`config.mk`:
```
export PLATFORM = sky130hd
export DESIGN_NAME = txempty_irq
export DESIGN_NICKNAME = d
export VERILOG_FILES = /design/src/rtl/txempty_irq_pkg.sv /design/src/rtl/txempty_fill_track.sv /design/src/rtl/txempty_holdoff.sv /design/src/rtl/txempty_fsm.sv /design/src/rtl/txempty_irq.sv
export SDC_FILE = /design/constraint.sdc
export NUM_CORES = 1
export LEC_CHECK = 0
export BUFFER_PORTS_ARGS = -buffer_cell sky130_fd_sc_hd__buf_4
export CORE_MARGIN = 5
export CORE_UTILIZATION = 55
export DETAILED_ROUTE_END_ITERATION = 8
export HOLD_SLACK_MARGIN = 0.02
export PLACE_DENSITY = 0.91
export SLEW_MARGIN = 0
export SYNTH_ARGS = -nofsm -noshare
export SYNTH_HDL_FRONTEND = slang
export SYNTH_SLANG_ARGS = --single-unit
```
`constraint.sdc`:
```
create_clock -name clk -period 3.77 [get_ports clk]
set_input_delay 0.754 -clock clk [delete_from_list [all_inputs] [get_ports clk]]
set_output_delay 0.754 -clock clk [all_outputs]
set_load 0.02 [all_outputs]
```
`src/rtl/txempty_irq_pkg.sv`:
```
package txempty_irq_pkg;

    typedef enum logic [1:0] {
        ST_ARMED   = 2'd0,
        ST_HOLDOFF = 2'd1,
        ST_PENDING = 2'd2,
        ST_SERVED  = 2'd3
    } txe_state_t;

    localparam logic [2:0] TXE_CODE  = 3'b001;
    localparam logic [2:0] NONE_CODE = 3'b000;

    localparam int MIN_DATA_BITS = 5;
    localparam int MAX_DATA_BITS = 8;

endpackage

```
`src/rtl/txempty_fill_track.sv`:
```
module txempty_fill_track #(
    parameter int CNT_W = 5
) (
    input  logic             clk,
    input  logic             rst,
    input  logic [CNT_W-1:0] tx_level,
    input  logic             empty_evt,
    output logic             multi_seen
);
    localparam logic [CNT_W-1:0] TWO = CNT_W'(2);

    logic multi_q;

    always_ff @(posedge clk) begin
        if (rst) begin
            multi_q <= 1'b0;
        end else if (empty_evt) begin
            multi_q <= 1'b0;
        end else if (tx_level >= TWO) begin
            multi_q <= 1'b1;
        end
    end

    assign multi_seen = multi_q;

    // a level of two or more is remembered until the next empty event
    assert_multi_kept_R4: assert property (@(posedge clk) disable iff (rst)
        (tx_level >= TWO && !empty_evt) |=> multi_seen);

endmodule

```
`src/rtl/txempty_holdoff.sv`:
```
module txempty_holdoff #(
    parameter int OVERSAMPLE = 16
) (
    input  logic       clk,
    input  logic       rst,
    input  logic       hold_run,
    input  logic       baud_x16,
    input  logic [1:0] word_len,
    input  logic       parity_on,
    output logic       expire
);
    import txempty_irq_pkg::*;

    localparam int BASE_BITS = 1 + MIN_DATA_BITS;
    localparam int TERM_MAX  = OVERSAMPLE * (1 + MAX_DATA_BITS + 1);
    localparam int HC_W      = $clog2(TERM_MAX + 1);

    logic [HC_W-1:0] hold_cnt;
    logic [HC_W-1:0] term;

    assign term = HC_W'(OVERSAMPLE) *
                  (HC_W'(BASE_BITS) + HC_W'(word_len) + HC_W'(parity_on));

    always_ff @(posedge clk) begin
        if (rst || !hold_run) begin
            hold_cnt <= '0;
        end else if (baud_x16) begin
            hold_cnt <= hold_cnt + HC_W'(1);
        end
    end

    assign expire = hold_run && baud_x16 && (hold_cnt + HC_W'(1) >= term);

    // cycles without a tick leave the delay where it was
    assert_tick_gate_R7: assert property (@(posedge clk) disable iff (rst)
        (hold_run && !baud_x16) |=> $stable(hold_cnt));

endmodule

```
`src/rtl/txempty_fsm.sv`:
```
module txempty_fsm (
    input  logic       clk,
    input  logic       rst,
    input  logic       level_zero,
    input  logic       tx_push,
    input  logic       id_read,
    input  logic       src_is_top,
    input  logic       multi_seen,
    input  logic       expire,
    output logic       empty_evt,
    output logic       hold_run,
    output logic       irq_pend,
    output logic [2:0] irq_code
);
    import txempty_irq_pkg::*;

    txe_state_t state_q;
    txe_state_t state_d;

    always_ff @(posedge clk) begin
        if (rst) begin
            state_q <= ST_ARMED;
        end else begin
            state_q <= state_d;
        end
    end

    always_comb begin
        state_d = state_q;
        unique case (state_q)
            ST_ARMED: begin
                if (level_zero && !tx_push) begin
                    state_d = multi_seen ? ST_PENDING : ST_HOLDOFF;
                end
            end
            ST_HOLDOFF: begin
                if (tx_push || !level_zero) begin
                    state_d = ST_ARMED;
                end else if (expire) begin
                    state_d = ST_PENDING;
                end
            end
            ST_PENDING: begin
                if (tx_push) begin
                    state_d = ST_ARMED;
                end else if (id_read && src_is_top) begin
                    state_d = ST_SERVED;
                end
            end
            ST_SERVED: begin
                if (tx_push || !level_zero) begin
                    state_d = ST_ARMED;
                end
            end
            default: state_d = ST_ARMED;
        endcase
    end

    always_comb begin
        empty_evt = (state_q == ST_ARMED) && level_zero && !tx_push;
        hold_run  = (state_q == ST_HOLDOFF);
        irq_pend  = (state_q == ST_PENDING);
        irq_code  = irq_pend ? TXE_CODE : NONE_CODE;
    end

    // a write drops a pending interrupt at the next edge
    assert_push_clears_R5: assert property (@(posedge clk) disable iff (rst)
        (irq_pend && tx_push) |=> !irq_pend);

    // an identification read clears only when this source is on top
    assert_read_clears_R6: assert property (@(posedge clk) disable iff (rst)
        (irq_pend && id_read && src_is_top) |=> !irq_pend);

    assert_read_keeps_R6: assert property (@(posedge clk) disable iff (rst)
        (irq_pend && id_read && !src_is_top && !tx_push) |=> irq_pend);

    // an empty event after two or more characters raises at once
    assert_immediate_R4: assert property (@(posedge clk) disable iff (rst)
        (empty_evt && multi_seen) |=> irq_pend);

    // a write during the delay never lets the interrupt rise
    assert_abort_R8: assert property (@(posedge clk) disable iff (rst)
        (hold_run && tx_push) |=> !irq_pend);

    // every rise comes from the two-character flag or the end of the delay
    assert_rise_cause_R3: assert property (@(posedge clk) disable iff (rst)
        $rose(irq_pend) |-> ($past(multi_seen) || $past(expire)));

endmodule

```
`src/rtl/txempty_irq.sv`:
```
module txempty_irq #(
    parameter int FIFO_DEPTH = 16,
    parameter int OVERSAMPLE = 16,
    parameter int CNT_W      = $clog2(FIFO_DEPTH + 1)
) (
    input  logic             clk,
    input  logic             rst,
    input  logic [CNT_W-1:0] tx_level,
    input  logic             tx_push,
    input  logic             id_read,
    input  logic             src_is_top,
    input  logic             baud_x16,
    input  logic [1:0]       word_len,
    input  logic             parity_on,
    output logic             irq_pend,
    output logic [2:0]       irq_code
);
    logic level_zero;
    logic empty_evt;
    logic hold_run;
    logic multi_seen;
    logic expire;

    assign level_zero = (tx_level == '0);

    txempty_fill_track #(
        .CNT_W (CNT_W)
    ) track_i (
        .clk        (clk),
        .rst        (rst),
        .tx_level   (tx_level),
        .empty_evt  (empty_evt),
        .multi_seen (multi_seen)
    );

    txempty_holdoff #(
        .OVERSAMPLE (OVERSAMPLE)
    ) hold_i (
        .clk       (clk),
        .rst       (rst),
        .hold_run  (hold_run),
        .baud_x16  (baud_x16),
        .word_len  (word_len),
        .parity_on (parity_on),
        .expire    (expire)
    );

    txempty_fsm fsm_i (
        .clk        (clk),
        .rst        (rst),
        .level_zero (level_zero),
        .tx_push    (tx_push),
        .id_read    (id_read),
        .src_is_top (src_is_top),
        .multi_seen (multi_seen),
        .expire     (expire),
        .empty_evt  (empty_evt),
        .hold_run   (hold_run),
        .irq_pend   (irq_pend),
        .irq_code   (irq_code)
    );

endmodule

```
* Word level (Yosys, flattened, before mapping)
Index checks and enable logic that the tools add are counted.
** Operators by class
- $add $sub $neg :: 3
- Reductions and logical operators :: 15
- Muxes and demuxes :: 9
- Equality and inequality tests :: 7
- $lt $le $gt $ge :: 2
** Operators with widths (count)
- 2-bit two-way mux :: 7
- 8-bit by 1-bit adder with 8-bit output (second input constant) :: 1
- 8-bit >= comparator :: 1
- 2-bit one-hot mux with 4 select lines :: 1
- 1-bit logical AND :: 6
- 3-bit by 2-bit inequality test with 1-bit output (second input constant) :: 2
- 5-bit by 2-bit >= comparator with 1-bit output (second input constant) :: 1
- 5-bit zero test :: 1
- 3-bit by 2-bit adder with 4-bit output (first input constant) :: 1
- 4-bit by 1-bit adder with 4-bit output :: 1
- 2-bit == test (second input constant) :: 2
- 2-bit by 1-bit inequality test with 1-bit output (second input constant) :: 2
- 4-bit AND reduction :: 1
- 1-bit zero test :: 3
- 2-bit by 1-bit == test with 1-bit output (second input constant) :: 1
- 2-bit zero test :: 1
- 1-bit logical OR :: 2
- 2-bit OR reduction :: 1
- 1-bit two-way mux :: 1
** Word-level totals
- Output and inout port bits :: 4
- Word-level logic and storage cells :: 39
- Bits in registers :: 11

* Logic depth before layout (Yosys ltp)
- Word-level depth :: 7
- Gate-level depth with buffers :: 9
- Gate-level depth less buffers :: 9

* By module
From an unflattened synthesis, not the netlist that was laid out.
** Second synthesis, totals
- Cell total of the unflattened synthesis :: 93
- Area total of the unflattened synthesis :: 760.7 µm²
** Modules (own cells, without submodules)
- txempty_holdoff :: area each 541.8 µm², sequential area each 160.2 µm², times used 1, cells each 66
- txempty_fsm :: area each 171.4 µm², sequential area each 40.0 µm², times used 1, cells each 21
- txempty_fill_track :: area each 36.3 µm², sequential area each 20.0 µm², times used 1, cells each 4
- txempty_irq :: area each 11.3 µm², sequential area each 0.0 µm², times used 1, cells each 2

* Worst setup path before layout
Ideal clock, no wire load.
- Path kind :: input to register
- Start :: input word_len[0]
- End :: register fsm_i.state_q[0]
- Stages on the path :: 9
- Library setup time :: 58 ps
- Data required time :: 3712 ps
- Arrival time :: 2176 ps
- Buffers on the path :: 0
- Setup slack :: 1536 ps
- Cell sequence :: ha_1 inv_1 ha_1 inv_1 ha_1 a211oi_1 nor2_1 a2111oi_4 o21a_1
** On the way
- Cells in the longest elaborated chain, start to end :: 6
** RTL lines
- start: declaration :: line txempty_irq.sv:13 : input logic [1:0] word_len,
- 3-bit by 2-bit adder with 4-bit output :: line txempty_holdoff.sv:22 : (HC_W'(BASE_BITS) + HC_W'(word_len) + HC_W'(parity_on));
- 4-bit by 1-bit adder with 4-bit output :: line txempty_holdoff.sv:22
- 8-bit >= comparator :: line txempty_holdoff.sv:32 : assign expire = hold_run && baud_x16 && (hold_cnt + HC_W'(1) >= term);
- 1-bit logical AND :: line txempty_holdoff.sv:32
- 3-bit by 2-bit inequality test with 1-bit output (no line)
- 4-bit AND reduction (no line)
- end signal: assignment :: line txempty_fsm.sv:24 : state_q <= state_d;
- end: declaration :: line txempty_fsm.sv:17 : txe_state_t state_q;
Every way passes these cells.
A chain may end at the register's enable or synchronous reset.

* Final worst setup path
- Start :: register hold_i.hold_cnt[0]
- End :: register fsm_i.state_q[0]
** On the way
- Cells in the longest elaborated chain, start to end :: 5
** RTL lines
- start: declaration :: line txempty_holdoff.sv:18 : logic [HC_W-1:0] hold_cnt;
- start signal: assignment :: line txempty_holdoff.sv:28 : hold_cnt <= hold_cnt + HC_W'(1);
- 8-bit by 1-bit adder with 8-bit output :: line txempty_holdoff.sv:32
- 8-bit >= comparator :: line txempty_holdoff.sv:32
- 1-bit logical AND :: line txempty_holdoff.sv:32
- 3-bit by 2-bit inequality test with 1-bit output (no line)
- 4-bit AND reduction (no line)
Every way passes these cells.

==> impl_summary.txt <==
----------------------------------------------------
[Final layout]
  Antenna diode count ... 0
  Ratio of cells with drive above 1 in the final layout ... 20.8%
  Util after Layout ... 69.1%
  Growth of design area from synthesis to finish ... 16.7%
  Final std cell area, no fill ... 911 um2
  Layout Nets ... 128

[Global routing]
  Global-route wire length before repair ... 2.38 mm
  Pin count of the biggest net entering global routing ... 10
  GRT overflow ... 0
  Total track usage ... 14.6%
  Via count of the first global-routing pass ... 632
  Antenna violations before repair ... 0

[STA]
  Final cycle utilization of the critical path ... 59.7%
  Achievable clock frequency ... 0.444 GHz
  Setup repair after global routing missed its margin ... false
  Final TNS setup ... 0 ps
  Worst-case setup margin in the final layout ... 1520 ps
  Final Hold Fails ... 0
  Final Max Slew Viols ... 0
  Setup skew after layout ... 3.54 ps
  Fin crit period ... 2250 ps
  Final setup viols ... 0

[Worst setup path]
  Slack of the worst reg-to-reg path ... 1520 ps
  Critical Path Fanout Max ... 5
  Launch point of the critical path ... hold_i.hold_cnt[0]
  Startpoint of the lowest-slack register-to-register path ... hold_i.hold_cnt[0]
  Worst flop-to-flop path endpoint ... fsm_i.state_q[0]
  Kind of critical path ... register to register
  WP data arrival ... 2460 ps
  Worst reg2reg path depth ... 9
  CP Launch Type ... register
  Endpoint kind of the worst setup timing path ... register
  Crit path required time ... 3980 ps

[Clocking]
  Clock transition at the register clock pins on the worst setup and hold paths after CTS ... 70 ps
  Count of H-tree levels built during CTS ... 1
  Maximum root-to-sink buffer count ... 2
  Total setup buffers inserted after CTS ... 0
  Clock tree from TritonCTS ... yes
  Master cell of the clock root buffer ... clkbuf_4
  Source-to-sink clock delay at the later pin of the worst-skew pair ... 270 ps
  Number of sinks driven by the clock tree ... 11
  Number of gates resized after cts ... 0
  TritonCTS buffer count ... 3
  CTS hold repair buffers ... 0

[Yosys]
  Synthesized-area fraction occupied by ao, oa, aoi and oai cells ... 14.7%
  Main combinational cell family by area after synthesis ... simple AND/OR/NAND/NOR gates
  Mux cell area share after synthesis ... 1.28%
  Count of cell types in the netlist ... 31
  Average footprint of a synthesized cell ... 8.58 um2
  Netlist Area Pre-Place ... 781 um2
  Post-synthesis cell count ... 91
  Part of the Yosys area used for sequential elements ... 28.2%
  XOR/XNOR Fraction of Synth Area ... 12.3%
  Simple logic cell fraction of the synthesized area ... 25.8%
  Number of warning messages in the yosys log ... 0
  Seq cells post-synth ... 11
  Adder and majority gate portion of the synthesized area ... 11.2%

[Worst hold path]
  Worst min-delay path category ... register to register
  Start point of the worst min-delay path ... track_i.multi_seen
  Worst hold endpoint ... track_i.multi_seen
  Hold path cells ... 2

[Detailed routing]
  1st-iter DRT viols ... 14
  Number of DRC violations after detailed routing ... 0
  Total iterations of the first detailed-routing run ... 4
  Total detailed-routing wirelength ... 1.48 mm
  Vias per cell ... 5.73
  Wire length per cell ... 12.2 um
  Routed via count ... 693
  Number of antenna-violating nets in the routed design ... 0

[Floorplanning]
  Die height ... 47.7 um
  Effective utilization at floorplan ... 59.3%
  Placeable core area ... 0.00132 mm2
  Total die area ... 0.00227 mm2
  Number of top-level pins ... 18
  Chip Width ... 47.7 um
  Row cnt ... 13

[Power and ir drop]
  VDD IR-drop max ... 0.174 mV
  Total power of the final layout ... 0.228 mW
  Pwr/cell area ... 250 mW/mm2
  Static power due to leakage ... 0.374 nW

[Run]
  Maximum capacitance violations ... 0

[Placed design]
  Cell area after placement ... 885 um2
  Half-perimeter wire length after placement ... 1.24 mm
  Setup Slack @ Placement ... 1290 ps
  GPL Wtd Cong ... 0.788
  Number of port buffers ... 15

[Run status]
  Result of the run ... complete, no violations

----------------------------------------------------
## cell usage after synthesis, drive strengths merged
cell     count  area, um2
conb         1       3.75
and4         1       8.76
clkbuf       1       3.75
dfxtp       11        220
nor4         2       27.5
buf          4       27.5
nor2b        1       6.26
inv          4       15.0
nand2        6       30.0
a211oi       2       15.0
a2111oi      1       27.5
a32o         1       10.0
a21o         1       7.51
nand4        4       25.0
a221oi       1       8.76
ha           7       87.6
a32oi        1       8.76
mux2i        1       10.0
a21oi        3       15.0
xor2         8       70.1
o21a         1       7.51
nand3        5       25.0
o21ai        3       15.0
and2         1       6.26
nor2        15       56.3
or3          1       6.26
xnor2        3       26.3
nor3         1       10.0
## state kept, by name, summed over array words and instances (netlist names)
register            cells
hold_i.hold_cnt         8
track_i.multi_seen      1
fsm_i.state_q           2
## kinds of logic after synthesis
| logic type | after synthesis |
|---|---|
| flops | 11 |
| compound gates | 14 |
| xor+xnor | 11 |
| buf+inv | 9 |
| mux | 1 |
| simple gates | 37 |
| fa+ha+maj | 7 |
| other cells | 1 |
## area by class of cell
class / instances / area [um2]
fill: 117 / 407
timing repair buffer: 15 / 113
inverter: 4 / 15.0
sequential: 11 / 220
tap: 15 / 18.8
multi-input combinational: 72 / 518
clock buffer: 4 / 26.3
## power by group
group | total, mW | switching (mW) | internal [mW]
combinational | 0.0312 | 0.0157 | 0.0155
clock | 0.0784 | 0.0375 | 0.0409
sequential | 0.118 | 0.00102 | 0.117
## stage by stage
step,hold WS [ps],std cells
after floorplan,446,92
after global placement,463,117
after detailed placement,475,117
after CTS,487,121
after global routing,526,121
final,489,121
## cell usage in the layout (no fill, tap or decap)
cell type | Yosys | layout
clkbuf_1 | 1 | 1
nand2_4 | 1 | 1
o21a_1 | 1 | 1
nor2_1 | 15 | 15
dfxtp_1 | 11 | 11
nor3_2 | 1 | 1
clkbuf_4 | 0 | 3
nor4_1 | 1 | 1
xnor2_1 | 3 | 3
and2_1 | 1 | 1
ha_1 | 7 | 7
a21oi_1 | 3 | 3
xor2_1 | 8 | 8
nand3_1 | 5 | 5
a221oi_1 | 1 | 1
inv_1 | 4 | 4
a2111oi_4 | 1 | 1
a32oi_1 | 1 | 1
nor4_4 | 1 | 1
a32o_1 | 1 | 1
and4_1 | 1 | 1
buf_4 | 3 | 15
mux2i_1 | 1 | 1
nand4_1 | 4 | 4
a211oi_1 | 2 | 2
nand2_1 | 5 | 5
conb_1 | 1 | 2
or3_1 | 1 | 1
nor2b_1 | 1 | 1
a21o_1 | 1 | 1
o21ai_0 | 3 | 3
## layer usage
metal  up-vias  track usage (%)  wire length (um)
li1        347                -                 -
met5         -                0                 0
met3         2             2.26                95
met4         0             6.99                 8
met2        15             24.6               723
met1       329             18.1               649
## worst max-delay path: stages, from the launching register on
cell and delay (ps):
dfxtp_1 410, ha_1 240, nand3_1 130, nor2_1 150, xor2_1 180, ha_1 270
a211oi_1 250, nor2_1 110, a2111oi_4 290, o21a_1 160
## how the worst max path moves through the flow
| stage | end | slack, ps |
|---|---|---|
| global route | fsm_i.state_q[1] | 1310 |
| detailed placement | fsm_i.state_q[1] | 1290 |
| CTS | fsm_i.state_q[0] | 1530 |
| floorplan | fsm_i.state_q[0] | 1540 |
| finish | fsm_i.state_q[0] | 1520 |
| global placement | fsm_i.state_q[1] | 1370 |
Power figures use the tool's default switching activity.
